$ cat src/rtl/adcsp_pkg.sv
package adcsp_pkg;
  // Frame events that the sequencer derives each system cycle
  typedef struct packed {
    logic start;  // chip select fell
    logic adv;    // shift clock fell inside an open frame
    logic abort;  // chip select rose inside an open frame
  } frame_ev_t;
endpackage

$ cat src/rtl/adcsp_sync_edge.sv
module adcsp_sync_edge #(
  parameter int           W       = 2,
  parameter int           STAGES  = 2,
  parameter logic [W-1:0] RST_VAL = '0
) (
  input  logic         clk,
  input  logic         rst_n,
  input  logic [W-1:0] async_i,
  output logic [W-1:0] lvl_o,
  output logic [W-1:0] rise_o,
  output logic [W-1:0] fall_o
);
  logic [W-1:0] chain [STAGES];
  logic [W-1:0] prev_q;

  generate
    for (genvar s = 0; s < STAGES; s++) begin : g_stage
      if (s == 0) begin : g_first
        always_ff @(posedge clk or negedge rst_n) begin
          if (!rst_n) chain[0] <= RST_VAL;
          else        chain[0] <= async_i;
        end
      end else begin : g_next
        always_ff @(posedge clk or negedge rst_n) begin
          if (!rst_n) chain[s] <= RST_VAL;
          else        chain[s] <= chain[s-1];
        end
      end
    end
  endgenerate

  always_ff @(posedge clk or negedge rst_n) begin
    if (!rst_n) prev_q <= RST_VAL;
    else        prev_q <= chain[STAGES-1];
  end

  assign lvl_o  = chain[STAGES-1];
  assign rise_o = chain[STAGES-1] & ~prev_q;
  assign fall_o = ~chain[STAGES-1] & prev_q;
endmodule

$ cat src/rtl/adcsp_frame_seq.sv
module adcsp_frame_seq
  import adcsp_pkg::*;
#(
  parameter int FRAME_LEN = 16,
  parameter int CNT_W     = 5
) (
  input  logic             clk,
  input  logic             rst_n,
  input  logic             cs_fall,
  input  logic             cs_rise,
  input  logic             sck_fall,
  output logic             active_o,
  output logic [CNT_W-1:0] cnt_o,
  output frame_ev_t        ev_o,
  output logic [CNT_W-1:0] ev_idx_o
);
  localparam logic [CNT_W-1:0] LAST = CNT_W'(FRAME_LEN);

  logic             active_q;
  logic [CNT_W-1:0] cnt_q;
  logic [CNT_W-1:0] cnt_nx;

  assign cnt_nx = cnt_q + CNT_W'(1);

  always_comb begin
    ev_o.start = cs_fall;
    ev_o.abort = cs_rise & active_q;
    ev_o.adv   = sck_fall & active_q & ~cs_rise & ~cs_fall;
    ev_idx_o   = ev_o.abort ? cnt_q : cnt_nx;
  end

  always_ff @(posedge clk or negedge rst_n) begin
    if (!rst_n) begin
      active_q <= 1'b0;
      cnt_q    <= '0;
    end else if (cs_rise) begin
      active_q <= 1'b0;
    end else if (cs_fall) begin
      active_q <= 1'b1;
      cnt_q    <= '0;
    end else if (ev_o.adv) begin
      cnt_q <= cnt_nx;
      if (cnt_nx == LAST) active_q <= 1'b0;
    end
  end

  assign active_o = active_q;
  assign cnt_o    = cnt_q;

  assert_count_bound_R6: assert property (@(posedge clk) disable iff (!rst_n)
    cnt_q <= LAST);
  assert_closed_at_end_R6: assert property (@(posedge clk) disable iff (!rst_n)
    (cnt_q == LAST) |-> !active_q);
endmodule

$ cat src/rtl/adcsp_power_ctl.sv
module adcsp_power_ctl
  import adcsp_pkg::*;
#(
  parameter int CNT_W       = 5,
  parameter int FRAME_LEN   = 16,
  parameter int DONE_AT     = 13,
  parameter int SAMPLE_AT   = 14,
  parameter int SLEEP_FIRST = 2,
  parameter int SLEEP_LAST  = 9
) (
  input  logic             clk,
  input  logic             rst_n,
  input  frame_ev_t        ev_i,
  input  logic [CNT_W-1:0] ev_idx_i,
  output logic             powered_o,
  output logic             hold_o,
  output logic             valid_o
);
  localparam logic [CNT_W-1:0] K_DONE   = CNT_W'(DONE_AT);
  localparam logic [CNT_W-1:0] K_SAMPLE = CNT_W'(SAMPLE_AT);
  localparam logic [CNT_W-1:0] K_LAST   = CNT_W'(FRAME_LEN);
  localparam logic [CNT_W-1:0] K_SLP_LO = CNT_W'(SLEEP_FIRST);
  localparam logic [CNT_W-1:0] K_SLP_HI = CNT_W'(SLEEP_LAST);
  localparam logic [CNT_W-1:0] K_ONE    = CNT_W'(1);

  logic powered_q, hold_q, wake_q, valid_q;
  logic in_sleep_window;

  assign in_sleep_window = (ev_idx_i >= K_SLP_LO) && (ev_idx_i <= K_SLP_HI);

  always_ff @(posedge clk or negedge rst_n) begin
    if (!rst_n) begin
      powered_q <= 1'b0;
      hold_q    <= 1'b1;
      wake_q    <= 1'b0;
      valid_q   <= 1'b0;
    end else begin
      valid_q <= 1'b0;
      if (ev_i.start) begin
        hold_q <= 1'b1;
        wake_q <= !powered_q;
      end else if (ev_i.adv) begin
        if (!wake_q && ev_idx_i == K_DONE)   valid_q <= 1'b1;
        if (!wake_q && ev_idx_i == K_SAMPLE) hold_q  <= 1'b0;
        if (wake_q && ev_idx_i == K_ONE)     hold_q  <= 1'b0;
        if (wake_q && ev_idx_i == K_LAST) begin
          powered_q <= 1'b1;
          wake_q    <= 1'b0;
        end
      end else if (ev_i.abort) begin
        wake_q <= 1'b0;
        if (in_sleep_window) begin
          powered_q <= 1'b0;
          hold_q    <= 1'b1;
        end else begin
          hold_q <= !powered_q;
        end
      end
    end
  end

  assign powered_o = powered_q;
  assign hold_o    = hold_q;
  assign valid_o   = valid_q;

  assert_strobe_single_R4: assert property (@(posedge clk) disable iff (!rst_n)
    valid_q |=> !valid_q);
  assert_sleep_holds_R8: assert property (@(posedge clk) disable iff (!rst_n)
    (!powered_q && !wake_q) |-> hold_q);
  assert_no_strobe_waking_R10: assert property (@(posedge clk) disable iff (!rst_n)
    wake_q |-> !valid_q);
endmodule

$ cat src/rtl/adcsp_shift_out.sv
module adcsp_shift_out
  import adcsp_pkg::*;
#(
  parameter int RES_W     = 12,
  parameter int LEAD_Z    = 2,
  parameter int FRAME_LEN = 16,
  parameter int CNT_W     = 5
) (
  input  logic             clk,
  input  logic             rst_n,
  input  frame_ev_t        ev_i,
  input  logic [CNT_W-1:0] ev_idx_i,
  input  logic [RES_W-1:0] word_i,
  output logic             sdo_o,
  output logic             oe_o
);
  localparam logic [CNT_W-1:0] K_LAST = CNT_W'(FRAME_LEN);

  logic [RES_W-1:0] word_q;
  logic [RES_W-1:0] shifted;
  logic             bit_sel;
  int unsigned      pos;
  logic             sdo_q, oe_q;

  always_comb begin
    pos     = int'(ev_idx_i);
    shifted = '0;
    bit_sel = 1'b0;
    if (pos >= LEAD_Z && pos < LEAD_Z + RES_W) begin
      shifted = word_q << (pos - LEAD_Z);
      bit_sel = shifted[RES_W-1];
    end
  end

  always_ff @(posedge clk or negedge rst_n) begin
    if (!rst_n) begin
      word_q <= '0;
      sdo_q  <= 1'b0;
      oe_q   <= 1'b0;
    end else if (ev_i.start) begin
      word_q <= word_i;
      sdo_q  <= 1'b0;
      oe_q   <= 1'b1;
    end else if (ev_i.abort) begin
      sdo_q <= 1'b0;
      oe_q  <= 1'b0;
    end else if (ev_i.adv) begin
      if (ev_idx_i == K_LAST) begin
        sdo_q <= 1'b0;
        oe_q  <= 1'b0;
      end else begin
        sdo_q <= bit_sel;
      end
    end
  end

  assign sdo_o = sdo_q & oe_q;
  assign oe_o  = oe_q;
endmodule

$ cat src/rtl/adc_serial_port.sv
module adc_serial_port
  import adcsp_pkg::*;
#(
  parameter int RES_W       = 12,
  parameter int LEAD_Z      = 2,
  parameter int TRAIL_Z     = 2,
  parameter int SLEEP_FIRST = 2,
  parameter int SLEEP_LAST  = 9,
  parameter int SYNC_STAGES = 2
) (
  input  logic             clk,
  input  logic             rst_n,
  input  logic             cs_n,
  input  logic             sclk,
  input  logic [RES_W-1:0] conv_result,
  output logic             sdo,
  output logic             sdo_oe,
  output logic             sh_hold,
  output logic             powered,
  output logic             result_valid
);
  localparam int FRAME_LEN = LEAD_Z + RES_W + TRAIL_Z;
  localparam int CNT_W     = $clog2(FRAME_LEN + 1);
  localparam int DONE_AT   = LEAD_Z + RES_W - 1;
  localparam int SAMPLE_AT = DONE_AT + 1;

  logic [1:0] pin_lvl, pin_rise, pin_fall;
  logic             active;
  logic [CNT_W-1:0] fall_cnt, ev_idx;
  frame_ev_t        ev;

  adcsp_sync_edge #(.W(2), .STAGES(SYNC_STAGES), .RST_VAL(2'b10)) u_sync (
    .clk(clk), .rst_n(rst_n), .async_i({cs_n, sclk}),
    .lvl_o(pin_lvl), .rise_o(pin_rise), .fall_o(pin_fall)
  );

  adcsp_frame_seq #(.FRAME_LEN(FRAME_LEN), .CNT_W(CNT_W)) u_seq (
    .clk(clk), .rst_n(rst_n),
    .cs_fall(pin_fall[1]), .cs_rise(pin_rise[1]), .sck_fall(pin_fall[0]),
    .active_o(active), .cnt_o(fall_cnt), .ev_o(ev), .ev_idx_o(ev_idx)
  );

  adcsp_power_ctl #(
    .CNT_W(CNT_W), .FRAME_LEN(FRAME_LEN), .DONE_AT(DONE_AT), .SAMPLE_AT(SAMPLE_AT),
    .SLEEP_FIRST(SLEEP_FIRST), .SLEEP_LAST(SLEEP_LAST)
  ) u_pwr (
    .clk(clk), .rst_n(rst_n), .ev_i(ev), .ev_idx_i(ev_idx),
    .powered_o(powered), .hold_o(sh_hold), .valid_o(result_valid)
  );

  adcsp_shift_out #(
    .RES_W(RES_W), .LEAD_Z(LEAD_Z), .FRAME_LEN(FRAME_LEN), .CNT_W(CNT_W)
  ) u_out (
    .clk(clk), .rst_n(rst_n), .ev_i(ev), .ev_idx_i(ev_idx),
    .word_i(conv_result), .sdo_o(sdo), .oe_o(sdo_oe)
  );

  assert_release_on_cs_R7: assert property (@(posedge clk) disable iff (!rst_n)
    (sdo_oe && pin_lvl[1]) |=> !sdo_oe);
  assert_pad_zeros_R3: assert property (@(posedge clk) disable iff (!rst_n)
    (sdo_oe && (fall_cnt < CNT_W'(LEAD_Z) || fall_cnt > CNT_W'(DONE_AT))) |-> !sdo);
  assert_powerup_at_end_R10: assert property (@(posedge clk) disable iff (!rst_n)
    $rose(powered) |-> (fall_cnt == CNT_W'(FRAME_LEN)));
  assert_oe_needs_frame_R6: assert property (@(posedge clk) disable iff (!rst_n)
    sdo_oe |-> active);
endmodule

$ cat config.mk
export PLATFORM = sky130hd
export DESIGN_NAME = adc_serial_port
export DESIGN_NICKNAME = d
export VERILOG_FILES = /design/src/rtl/adcsp_pkg.sv /design/src/rtl/adcsp_sync_edge.sv /design/src/rtl/adcsp_frame_seq.sv /design/src/rtl/adcsp_power_ctl.sv /design/src/rtl/adcsp_shift_out.sv /design/src/rtl/adc_serial_port.sv
export SDC_FILE = /design/constraint.sdc
export NUM_CORES = 1
export LEC_CHECK = 0
export ABC_CLOCK_PERIOD_IN_PS = 3900
export CAP_MARGIN = 0
export CORE_MARGIN = 1
export CORE_UTILIZATION = 55
export CTS_CLUSTER_DIAMETER = 80
export DETAILED_ROUTE_END_ITERATION = 10
export HOLD_SLACK_MARGIN = 0.1
export MAX_ROUTING_LAYER = met4
export PLACE_DENSITY = 0.79
export SYNTH_ARGS = -nofsm -noshare
export SYNTH_HDL_FRONTEND = slang
export SYNTH_SLANG_ARGS = --single-unit
$ cat constraint.sdc
create_clock -name clk -period 3.9 [get_ports clk]
set_input_delay 0.585 -clock clk [delete_from_list [all_inputs] [get_ports clk]]
set_output_delay 0.585 -clock clk [all_outputs]
set_load 0.05 [all_outputs]
# == After elaboration in Yosys (flattened, before gate mapping) ==
# Cells that the tools add are included.
# classes
reduce_logical,21
shift,1
n_bitwise,11
mux,33
n_eq_ne,8
magnitude_cmp,4
add_sub_neg,2
# op_table
cell,count
12-bit by 32-bit left shift with 12-bit output,1
1-bit two-way mux,30
5-bit two-way mux,3
3-bit nonzero test,4
5-bit by 4-bit == test with 1-bit output (second input constant),2
5-bit == test (second input constant),2
5-bit by 2-bit greater-or-equal comparator with 1-bit output (second input constant),2
2-bit AND reduction,5
1-bit logical AND,6
2-bit nonzero test,3
5-bit by 2-bit subtractor with 6-bit output (second input constant),1
5-bit by 1-bit adder with 5-bit output (second input constant),1
1-bit bitwise AND,5
5-bit by 1-bit == test with 1-bit output (second input constant),1
5-bit by 4-bit less-or-equal comparator with 1-bit output (second input constant),1
5-bit by 4-bit < comparator with 1-bit output (second input constant),1
2-bit bitwise AND,2
4-bit by 2-bit inequality test with 1-bit output (second input constant),1
2-bit inverter,2
4-bit AND reduction,1
3-bit by 2-bit inequality test with 1-bit output (second input constant),1
1-bit logical NOT,2
2-bit by 1-bit inequality test with 1-bit output (second input constant),1
1-bit inverter,2
# totals
elab_cells,92
ff_bits,30
out_inout_bits,5

# == Logic depth before layout (Yosys ltp) ==
# Gate-level depths: netlist of run 1.
# depth
depth_word,11
ltp_mapped,11
depth_no_buf,10

# == By module ==
# From an unflattened synthesis of run 1, not the netlist that was laid out.
# hier_totals
hier_cells,152
hier_area_um2,1694.1
# modules_own_cells
mod,seq_area_each_um2,area_per_inst_um2,n_inst,cells_per_inst
adcsp_shift_out,350.3,725.7,1,55
adcsp_frame_seq,150.1,503.0,1,60
adcsp_power_ctl,101.3,261.5,1,25
adcsp_sync_edge,153.9,203.9,1,12

# == Worst setup path after synthesis of run 1 ==
# No wires, ideal clock.
# synth_path
path_type,reg2reg
startpoint,"reg u_sync.chain, in the netlist u_sync.lvl_o[1]"
endpoint,reg u_out.sdo_q
path_stages_with_launch,11
path_slack_ns,1.575
required_time_ns,3.774
period_less_slack_ns,2.325
setup_time_ns,0.126
t_arrival_ns,2.199
cell_sequence,dfstp_2 > ha_1 > and2_4 > buf_6 > mux2i_4 > inv_1 > ha_1 > nor3_1 > nor2_1 > mux2i_1 > o41ai_2
# synth_via
elab_chain_cells,10
elab_cells_between_ends,21
cone_classes,add/sub: 1; order compare: 2; eq/ne: 1; shift: 1; mux: 6; bitwise: 8; reduce/logical: 2
# synth_lines
item,line_no,text
from (decl),adcsp_sync_edge.sv:13,logic [W-1:0] chain [STAGES];
"from (signal, indexed assignment)",adcsp_sync_edge.sv:26,else chain[s] <= chain[s-1];
2-bit bitwise AND,adcsp_sync_edge.sv:38,assign rise_o = chain[STAGES-1] & ~prev_q;
1-bit bitwise AND,adcsp_frame_seq.sv:27,ev_o.abort = cs_rise & active_q;
5-bit two-way mux,adcsp_frame_seq.sv:29,ev_idx_o = ev_o.abort ? cnt_q : cnt_nx;
"5-bit by 2-bit subtractor with 6-bit output, or another cell as far along",adcsp_shift_out.sv:30,shifted = word_q << (pos - LEAD_Z);
12-bit by 32-bit left shift with 12-bit output or 1-bit logical AND (tied branches),"adcsp_shift_out.sv:30, adcsp_shift_out.sv:29",
1-bit two-way mux,adcsp_shift_out.sv:29,if (pos >= LEAD_Z && pos < LEAD_Z + RES_W) begin
1-bit two-way mux,adcsp_shift_out.sv:48,if (ev_idx_i == K_LAST) begin
1-bit two-way mux,adcsp_shift_out.sv:47,end else if (ev_i.adv) begin
1-bit two-way mux,adcsp_shift_out.sv:44,end else if (ev_i.abort) begin
1-bit two-way mux,adcsp_shift_out.sv:40,end else if (ev_i.start) begin
to (signal assigned),adcsp_shift_out.sv:52,sdo_q <= bit_sel;
to (decl),adcsp_shift_out.sv:23,"logic sdo_q, oe_q;"
# Several ways; a longest one is shown, not always the timed one. The select of a mux whose other input is x is not followed.
# A chain may end at the register's enable or synchronous reset.

# == Worst setup path in the final report of run 1 ==
# layout_path
startpoint,"reg u_seq.cnt_q[0], in the netlist u_seq.cnt_o[0]"
endpoint,reg u_out.sdo_q
# layout_via
elab_chain_cells,9
elab_cells_between_ends,13
cone_classes,add/sub: 2; order compare: 2; eq/ne: 1; shift: 1; mux: 6; reduce/logical: 1
# layout_lines
item,line_no,text
from (decl),adcsp_frame_seq.sv:20,logic [CNT_W-1:0] cnt_q;
from (signal assigned),adcsp_frame_seq.sv:42,cnt_q <= cnt_nx;
5-bit by 1-bit adder with 5-bit output,adcsp_frame_seq.sv:23,assign cnt_nx = cnt_q + CNT_W'(1);
5-bit two-way mux *,adcsp_frame_seq.sv:29,
"5-bit by 2-bit subtractor with 6-bit output, or another cell as far along",adcsp_shift_out.sv:30,
12-bit by 32-bit left shift with 12-bit output or 1-bit logical AND (tied branches),"adcsp_shift_out.sv:30, adcsp_shift_out.sv:29",
1-bit two-way mux,adcsp_shift_out.sv:29,
1-bit two-way mux *,adcsp_shift_out.sv:48,
1-bit two-way mux *,adcsp_shift_out.sv:47,
1-bit two-way mux *,adcsp_shift_out.sv:44,
1-bit two-way mux *,adcsp_shift_out.sv:40,
# Mark *: on every way between the ends. The rest lies on a longest branch, timed or not. The select of a mux whose other input is x is not followed.

==> metrics.yaml, run 1 <==
finish:
  nNetsFinal: 195
  layout-drive-gt1-share: 0.2023
  diodes: 0
  syn_to_final_growth_pct: 16.77
route:
  avgRoutedWirePerCell_microns: 15.42
  vias: 1177
  drtIter0Drc: 57
  drt-pass1-iter-count: 7
  ant_nets: 0
  drc: 1
  via_per_inst: 5.770
  wl_microns: 3146
worst_setup_path:
  path_class: "flip-flop to flip-flop"
  cp.arrival_ps: 2930
  critPathLaunchType: "flip-flop"
  path_common_cell: "ha_1"
  rrSetupSlack_ps: 1200
  r2r_cells: 8
  crit_buf_inv: 0
  r2r-end: "u_out.sdo_q$_DFFE_PN0P_"
  slowest_delay_ps: 730
  cp.required_ps: 4120
  crit_end: "u_out.sdo_q$_DFFE_PN0P_"
  cp_max_fo: 14
  path_cells: "ha_1 > a21boi_1 > xnor2_1 > ha_1 > nor3_1 > nor2_1 > mux2i_1 > o41ai_2"
  crit_cells: 8
  cp_top_family: "flip-flops"
  end_kind: "flip-flop"
  worstSetupStartpoint: "u_seq.cnt_o[0]$_DFFE_PN0P_"
  cpMaxStageDelayCell: "dfrtp_1"
  r2r_start: "u_seq.cnt_o[0]$_DFFE_PN0P_"
sta:
  fin_tns_setup_ps: 0
  setup_viol: 0
  hold_violations: 0
  finalCriticalPeriod_ps: 2703
  slew_headroom: 0.5018
  fin_crit_sh: 0.6930
  fin_ws_ps: 1197
  maxClockFrequency_mhz: 370.0
  slew_viol_final: 0
  max_slew.worst_pin.slew_ps: 747.4
  rsz0062_at_grt: "false"
  finalClockSkew_ps: 9.707
yosys:
  synth_flop_cell: "dfrtp_1"
  synth.mux.area_fraction: 0.1587
  synth_common_cells: "dfrtp_1, nand2_1, mux2_2"
  syn_area_per_cell_sq_um: 11.19
  syn_inst: 150
  yosys_warnings: 0
  syn_nets: 173
  yosys-top-cells-area: "dfrtp_1, mux2_2, dfstp_2, ha_1, mux4_2"
  ys_seq_area_frac: 0.4501
  ys_seq_elements: 30
  synth_most_common_cell: "dfrtp_1"
  netlist.area_leader.share: 0.3875
  synth-xor-area-share: 0.05291
  synth-edff-count: 0
  synthAdderAreaFrac: 0.05216
  yosys.area_share.simple: 0.1319
  synth_top_family_by_area: "multiplexers"
  yosysTopAreaCell: "dfrtp_1"
  syn_area_sq_mm: 0.001679
  ys_types: 44
  synthArstFlopShare: 1.000
  synth-compound-area-share: 0.1125
floorplan:
  chipWidth_microns: 57.26
  rows: 19
  dieArea_sq_mm: 0.003278
  core-area_sq_mm: 0.002829
  die_y_microns: 57.26
  start_util: 0.5935
  ioPinCount: 21
clocking:
  max-clock-path-buffers: 2
  cts_tree: "yes"
  numClockSinks: 30
  cts_made_buffers: 5
  cts_setup_buffers: 0
  clkTransAtPathRegs_ps: 100
  cts_max_level: 2
  cts_resized: 0
  clk_latency_ps: 330
  ctsHoldBuffers: 0
  cts-root-buf: "clkbuf_4"
placement:
  gp_congestion: 0.9071
  io_buffers: 20
  dp_hpwl_microns: 2329
  place_ws_ps: 1245
power:
  powerDensity_mw_per_mm2: 391.9
  leakage_uw: 0.0008500
  ir_worst_vdd_v: 0.0002762
min_path:
  hold_class: "flip-flop to flip-flop"
run_status:
  violations: "design-rule violations"
  status: "finished with violations"
global_routing:
  grt-ovfl-total: 0
  track_usage: 0.2404
  first_global_vias: 1265
  grt_pass1_wl_microns: 5678
  antenna_found_initial: 0
  grt_start_max_net_pins: 31
job:
  drv_cap: 0
==> final cells by class <==
| cell class | instances | area [sq um] |
|---|---|---|
| Clock buffer | 7 | 45.04 |
| Timing Repair Buffer | 21 | 207.7 |
| Inverter | 8 | 30.03 |
| Tap cell | 31 | 38.79 |
| Sequential cell | 30 | 755.7 |
| Multi-Input combinational cell | 106 | 853.3 |
| Clock inverter | 1 | 30.03 |
| Fill cell | 221 | 868.3 |
==> layout by cell type, fill, tap and decap left out, types with 4 or more instances in the layout <==
cell type / synthesis / routed
xnor2_1: 4 / 4
nor3_1: 5 / 5
clkdlybuf4s50_1: 0 / 20
dfstp_2: 4 / 4
nand3_1: 6 / 6
mux2_2: 13 / 13
nand2_1: 14 / 14
clkbuf_4: 0 / 5
inv_1: 8 / 8
ha_1: 7 / 7
o21ai_0: 6 / 6
nor2_1: 9 / 9
dfrtp_1: 26 / 26
==> state kept, by name (all words and copies together), names as in the netlist <==
name,flops
u_out.word_q,12
u_seq.cnt_o,5
u_sync.chain,2
u_sync.lvl_o,2
u_sync.prev_q,2
u_out.oe_o,1
u_out.sdo_q,1
u_pwr.hold_o,1
u_pwr.powered_o,1
u_pwr.valid_o,1
u_pwr.wake_q,1
u_seq.active_o,1
==> worst min path at each step <==
stage                              start                   endpoint  slack, ps  cells after the start
2_1_floorplan                      rst_n     u_out.oe_o$_DFFE_PN0P_        290                      0
3_3_place_gp   u_sync.chain[2]$_DFF_PN0_  u_sync.lvl_o[0]$_DFF_PN0_        330                      0
3_5_place_dp   u_sync.chain[2]$_DFF_PN0_  u_sync.lvl_o[0]$_DFF_PN0_        340                      0
4_1_cts        u_sync.chain[2]$_DFF_PN0_  u_sync.lvl_o[0]$_DFF_PN0_        360                      0
5_1_grt        u_sync.chain[2]$_DFF_PN0_  u_sync.lvl_o[0]$_DFF_PN0_        360                      0
6_report       u_sync.chain[2]$_DFF_PN0_  u_sync.lvl_o[0]$_DFF_PN0_        360                      0
==> report_power, final <==
group	switching (uW)	internal (uW)
Clock	107	136
Combinational	75.1	83.4
Sequential	26.7	341
Total	209	560
==> cells by family after synthesis <==
family,after synthesis
adder cells (fa/ha/maj),7
AO/OA/AOI/OAI,26
flip-flops,30
XOR/XNOR,8
buffers and inverters,14
AND/OR/NAND/NOR,45
multiplexers,20
==> stage by stage <==
| stage | std cells | instance area [sq um] | total power [uW] | util | hold WS [ps] |
|---|---|---|---|---|---|
| 6_report | 204 | 1961 | 768.4 | 0.6931 | 355.9 |
| 5_1_grt | 204 | 1961 | 808.9 | 0.6931 | 360.7 |
| 4_1_cts | 204 | 1961 | 771.5 | 0.6931 | 357.3 |
| 3_5_place_dp | 196 | 1886 | 532.4 | 0.6665 | 335.5 |
| 3_3_place_gp | 196 | 1886 | 524.5 | 0.6665 | 332.3 |
| 2_1_floorplan | 150 | 1679 | 480.8 | - | 289.4 |
==> metal layers <==
layer	vias up	part of all wire	GRT usage
li1	576	-	-
met1	569	0.45	0.2842
met2	28	0.49	0.3866
met3	4	0.040	0.07710
met4	0	0.0099	0.08711
met5	-	0	-
No activity file was read; power rests on OpenSTA's default activity.
==> inputs of run 2 (changes only) <==
--- a/config.mk
+++ b/config.mk
@@ -5,7 +5,7 @@
 export SDC_FILE = /design/constraint.sdc
 export NUM_CORES = 1
 export LEC_CHECK = 0
-export ABC_CLOCK_PERIOD_IN_PS = 3900
+export ABC_CLOCK_PERIOD_IN_PS = 2800
 export CAP_MARGIN = 0
 export CORE_MARGIN = 1
 export CORE_UTILIZATION = 55
==> constraint.sdc (replaced) <==
create_clock -name clk -period 2.8 [get_ports clk]
set_input_delay 0.42 -clock clk [delete_from_list [all_inputs] [get_ports clk]]
set_output_delay 0.42 -clock clk [all_outputs]
set_load 0.05 [all_outputs]
==> run 2 against run 1 <==
Against the previous run:
- the run still ends with design-rule violations left
- final area is 0.57% higher
- register-to-register slack got worse by 940 ps
- clock skew about the same
- critical path depth rose by 1
==> metrics.yaml, run 2 (synthesis gave the netlist of run 1 again) <==
run_status:
  status: "finished with violations"
  violations: "design-rule violations"
worst_setup_path:
  critPathLaunchType: "flip-flop"
  path_cells: "ha_1 > and2_4 > mux2i_4 > inv_1 > ha_1 > nor3_1 > nor2_1 > mux2i_1 > o41ai_2"
  path_class: "flip-flop to flip-flop"
  crit_buf_inv: 1  # +1
  path_common_cell: "ha_1"
  crit_cells: 9  # +1
  end_kind: "flip-flop"
  slowest_delay_ps: 560  # -170 ps
  cpMaxStageDelayCell: "dfstp_2"
  cp.arrival_ps: 2760  # -170 ps
  cp_top_family: "adder cells"
  r2r_cells: 9  # +1
  cp.required_ps: 3020  # -1100 ps
  cp_max_fo: 8  # -6
route:
  vias: 1193  # +1.4%
  wl_microns: 3252  # +3.4%
  ant_nets: 0  # unchanged
  drtIter0Drc: 38  # -33%
  drt-pass1-iter-count: 7  # unchanged
  avgRoutedWirePerCell_microns: 15.71  # +1.9%
  drc: 2  # +1
  via_per_inst: 5.763  # -0.11%
clocking:
  cts_made_buffers: 5  # unchanged
  numClockSinks: 30  # unchanged
  cts_resized: 0  # unchanged
  ctsHoldBuffers: 0  # unchanged
  max-clock-path-buffers: 2  # unchanged
  clk_latency_ps: 330  # about the same
  cts_setup_buffers: 0  # unchanged
  clkTransAtPathRegs_ps: 100  # about the same
  cts-root-buf: "clkbuf_4"
  cts_tree: "yes"
  cts_max_level: 2  # unchanged
placement:
  io_buffers: 20  # unchanged
  gp_congestion: 0.8911  # -1.8%
  dp_hpwl_microns: 2387  # +2.5%
finish:
  diodes: 0  # unchanged
  layout-drive-gt1-share: 0.2273  # +0.02496
  final_common_cell: "dfrtp_1"
  final_cell_mix: "dfrtp_1, clkdlybuf4s50_1, nand2_1"
  largest_reg_flops: 12  # unchanged
  top_register: "u_out.word_q"
  nNetsFinal: 198  # +1.5%
  fin_util: 0.6970  # +0.003981
  syn_to_final_growth_pct: 17.44
floorplan:
  die_y_microns: 57.26  # unchanged
  chipWidth_microns: 57.26  # unchanged
  core-area_sq_mm: 0.002829  # unchanged
  ioPinCount: 21  # unchanged
  rows: 19  # unchanged
  dieArea_sq_mm: 0.003278  # unchanged
  start_util: 0.5935  # unchanged
job:
  drv_cap: 0  # unchanged
power:
  clkPwrFrac: 0.275  # -0.041
  ir_worst_vdd_v: 0.0003098  # +12%
  p_sw_uw: 302.5  # +45%
  power_frac_seq: 0.496  # +0.018
  powerDensity_mw_per_mm2: 516.0  # +32%
  internal_power_uw: 715.1  # +28%
  combPwrFrac: 0.229  # +0.023
  leakage_uw: 0.0008606  # +1.2%
  swShare: 0.2973  # +0.02586
global_routing:
  grt_pass1_wl_microns: 5589  # -1.6%
  first_global_vias: 1145  # -9.5%
  antenna_found_initial: 0  # unchanged
  track_usage: 0.2401  # -0.0003623
  grt_start_max_net_pins: 31  # unchanged
  grt-ovfl-total: 0  # unchanged
sta:
  setup_viol: 0  # unchanged
  max_slew.worst_pin.slew_ps: 557.5  # -189.9 ps
  finalCriticalPeriod_ps: 2544  # -158.8 ps
  slew_headroom: 0.6257  # +0.1239
  maxClockFrequency_mhz: 393.1  # +6.2%
  fin_crit_sh: 0.9085  # +0.2155
  finalClockSkew_ps: 9.900  # +0.1924 ps
  slew_viol_final: 0  # unchanged
  fin_tns_setup_ps: 0  # unchanged
  hold_violations: 0  # unchanged
  rsz0062_at_grt: "false"
min_path:
  hold_class: "flip-flop to flip-flop"
  hold_depth: 0  # unchanged
## run 2: worst register-to-register path, stage by stage, from the launching register on
cell and delay [ps]:
dfstp_2 560, ha_1 270, and2_4 270, mux2i_4 320
inv_1 120, ha_1 340, nor3_1 210, nor2_1 70
mux2i_1 160, o41ai_2 100
## run 2: power groups by stage
stage	clock, uW	sequential (uW)	combinational (uW)
final	280	505	233
after global routing	305	509	255
after CTS	283	504	234
after detailed placement	0	512	233
after global placement	0	509	224
after floorplan	0	514	155
## run 2: cell type report
type | instances | area, sq um
fill | 214 | 857.1
multi-input combinational | 106 | 853.3
sequential | 30 | 755.7
timing repair buffer | 24 | 230.2
clock buffer | 6 | 51.30
tap | 31 | 38.79
inverter | 8 | 30.03
clock inverter | 2 | 12.51
## run 2: path summary, 6_finish.rpt
| check | from | endpoint | slack (ps) |
|---|---|---|---|
| hold reg to reg | u_sync.chain[2]$_DFF_PN0_ | u_sync.lvl_o[0]$_DFF_PN0_ | 360 |
| max in group asynchronous | rst_n | u_pwr.hold_o$_DFFE_PN1P_ | 2020 |
| min in group asynchronous | rst_n | u_seq.active_o$_DFFE_PN0P_ | 450 |
| setup reg to reg | u_sync.lvl_o[1]$_DFF_PN1_ | u_out.sdo_q$_DFFE_PN0P_ | 260 |
| setup / recovery | u_sync.lvl_o[1]$_DFF_PN1_ | u_out.sdo_q$_DFFE_PN0P_ | 260 |
| hold / removal | u_sync.chain[2]$_DFF_PN0_ | u_sync.lvl_o[0]$_DFF_PN0_ | 360 |
## run 2: metal layers
metal / global-route usage / up-vias / share of wire
li1: - / 585 / -
met1: 0.3039 / 570 / 0.44
met2: 0.3714 / 33 / 0.50
met3: 0.04762 / 5 / 0.043
met4: 0.1150 / 0 / 0.014
met5: - / - / 0
## run 2: through the flow
| stage | std cells | setup WS, ps | power (uW) | area [sq um] | hold WS [ps] |
|---|---|---|---|---|---|
| after floorplan | 150 | 475.2 | 669.7 | 1679 | 124.4 |
| after global placement | 199 | 397.3 | 733.7 | 1908 | 333.3 |
| after detailed placement | 199 | 293.1 | 745.1 | 1908 | 334.7 |
| after CTS | 207 | 246.8 | 1021 | 1972 | 357.4 |
| after global routing | 207 | 73.20 | 1070 | 1972 | 368.8 |
| final | 207 | 256.2 | 1018 | 1972 | 356.7 |
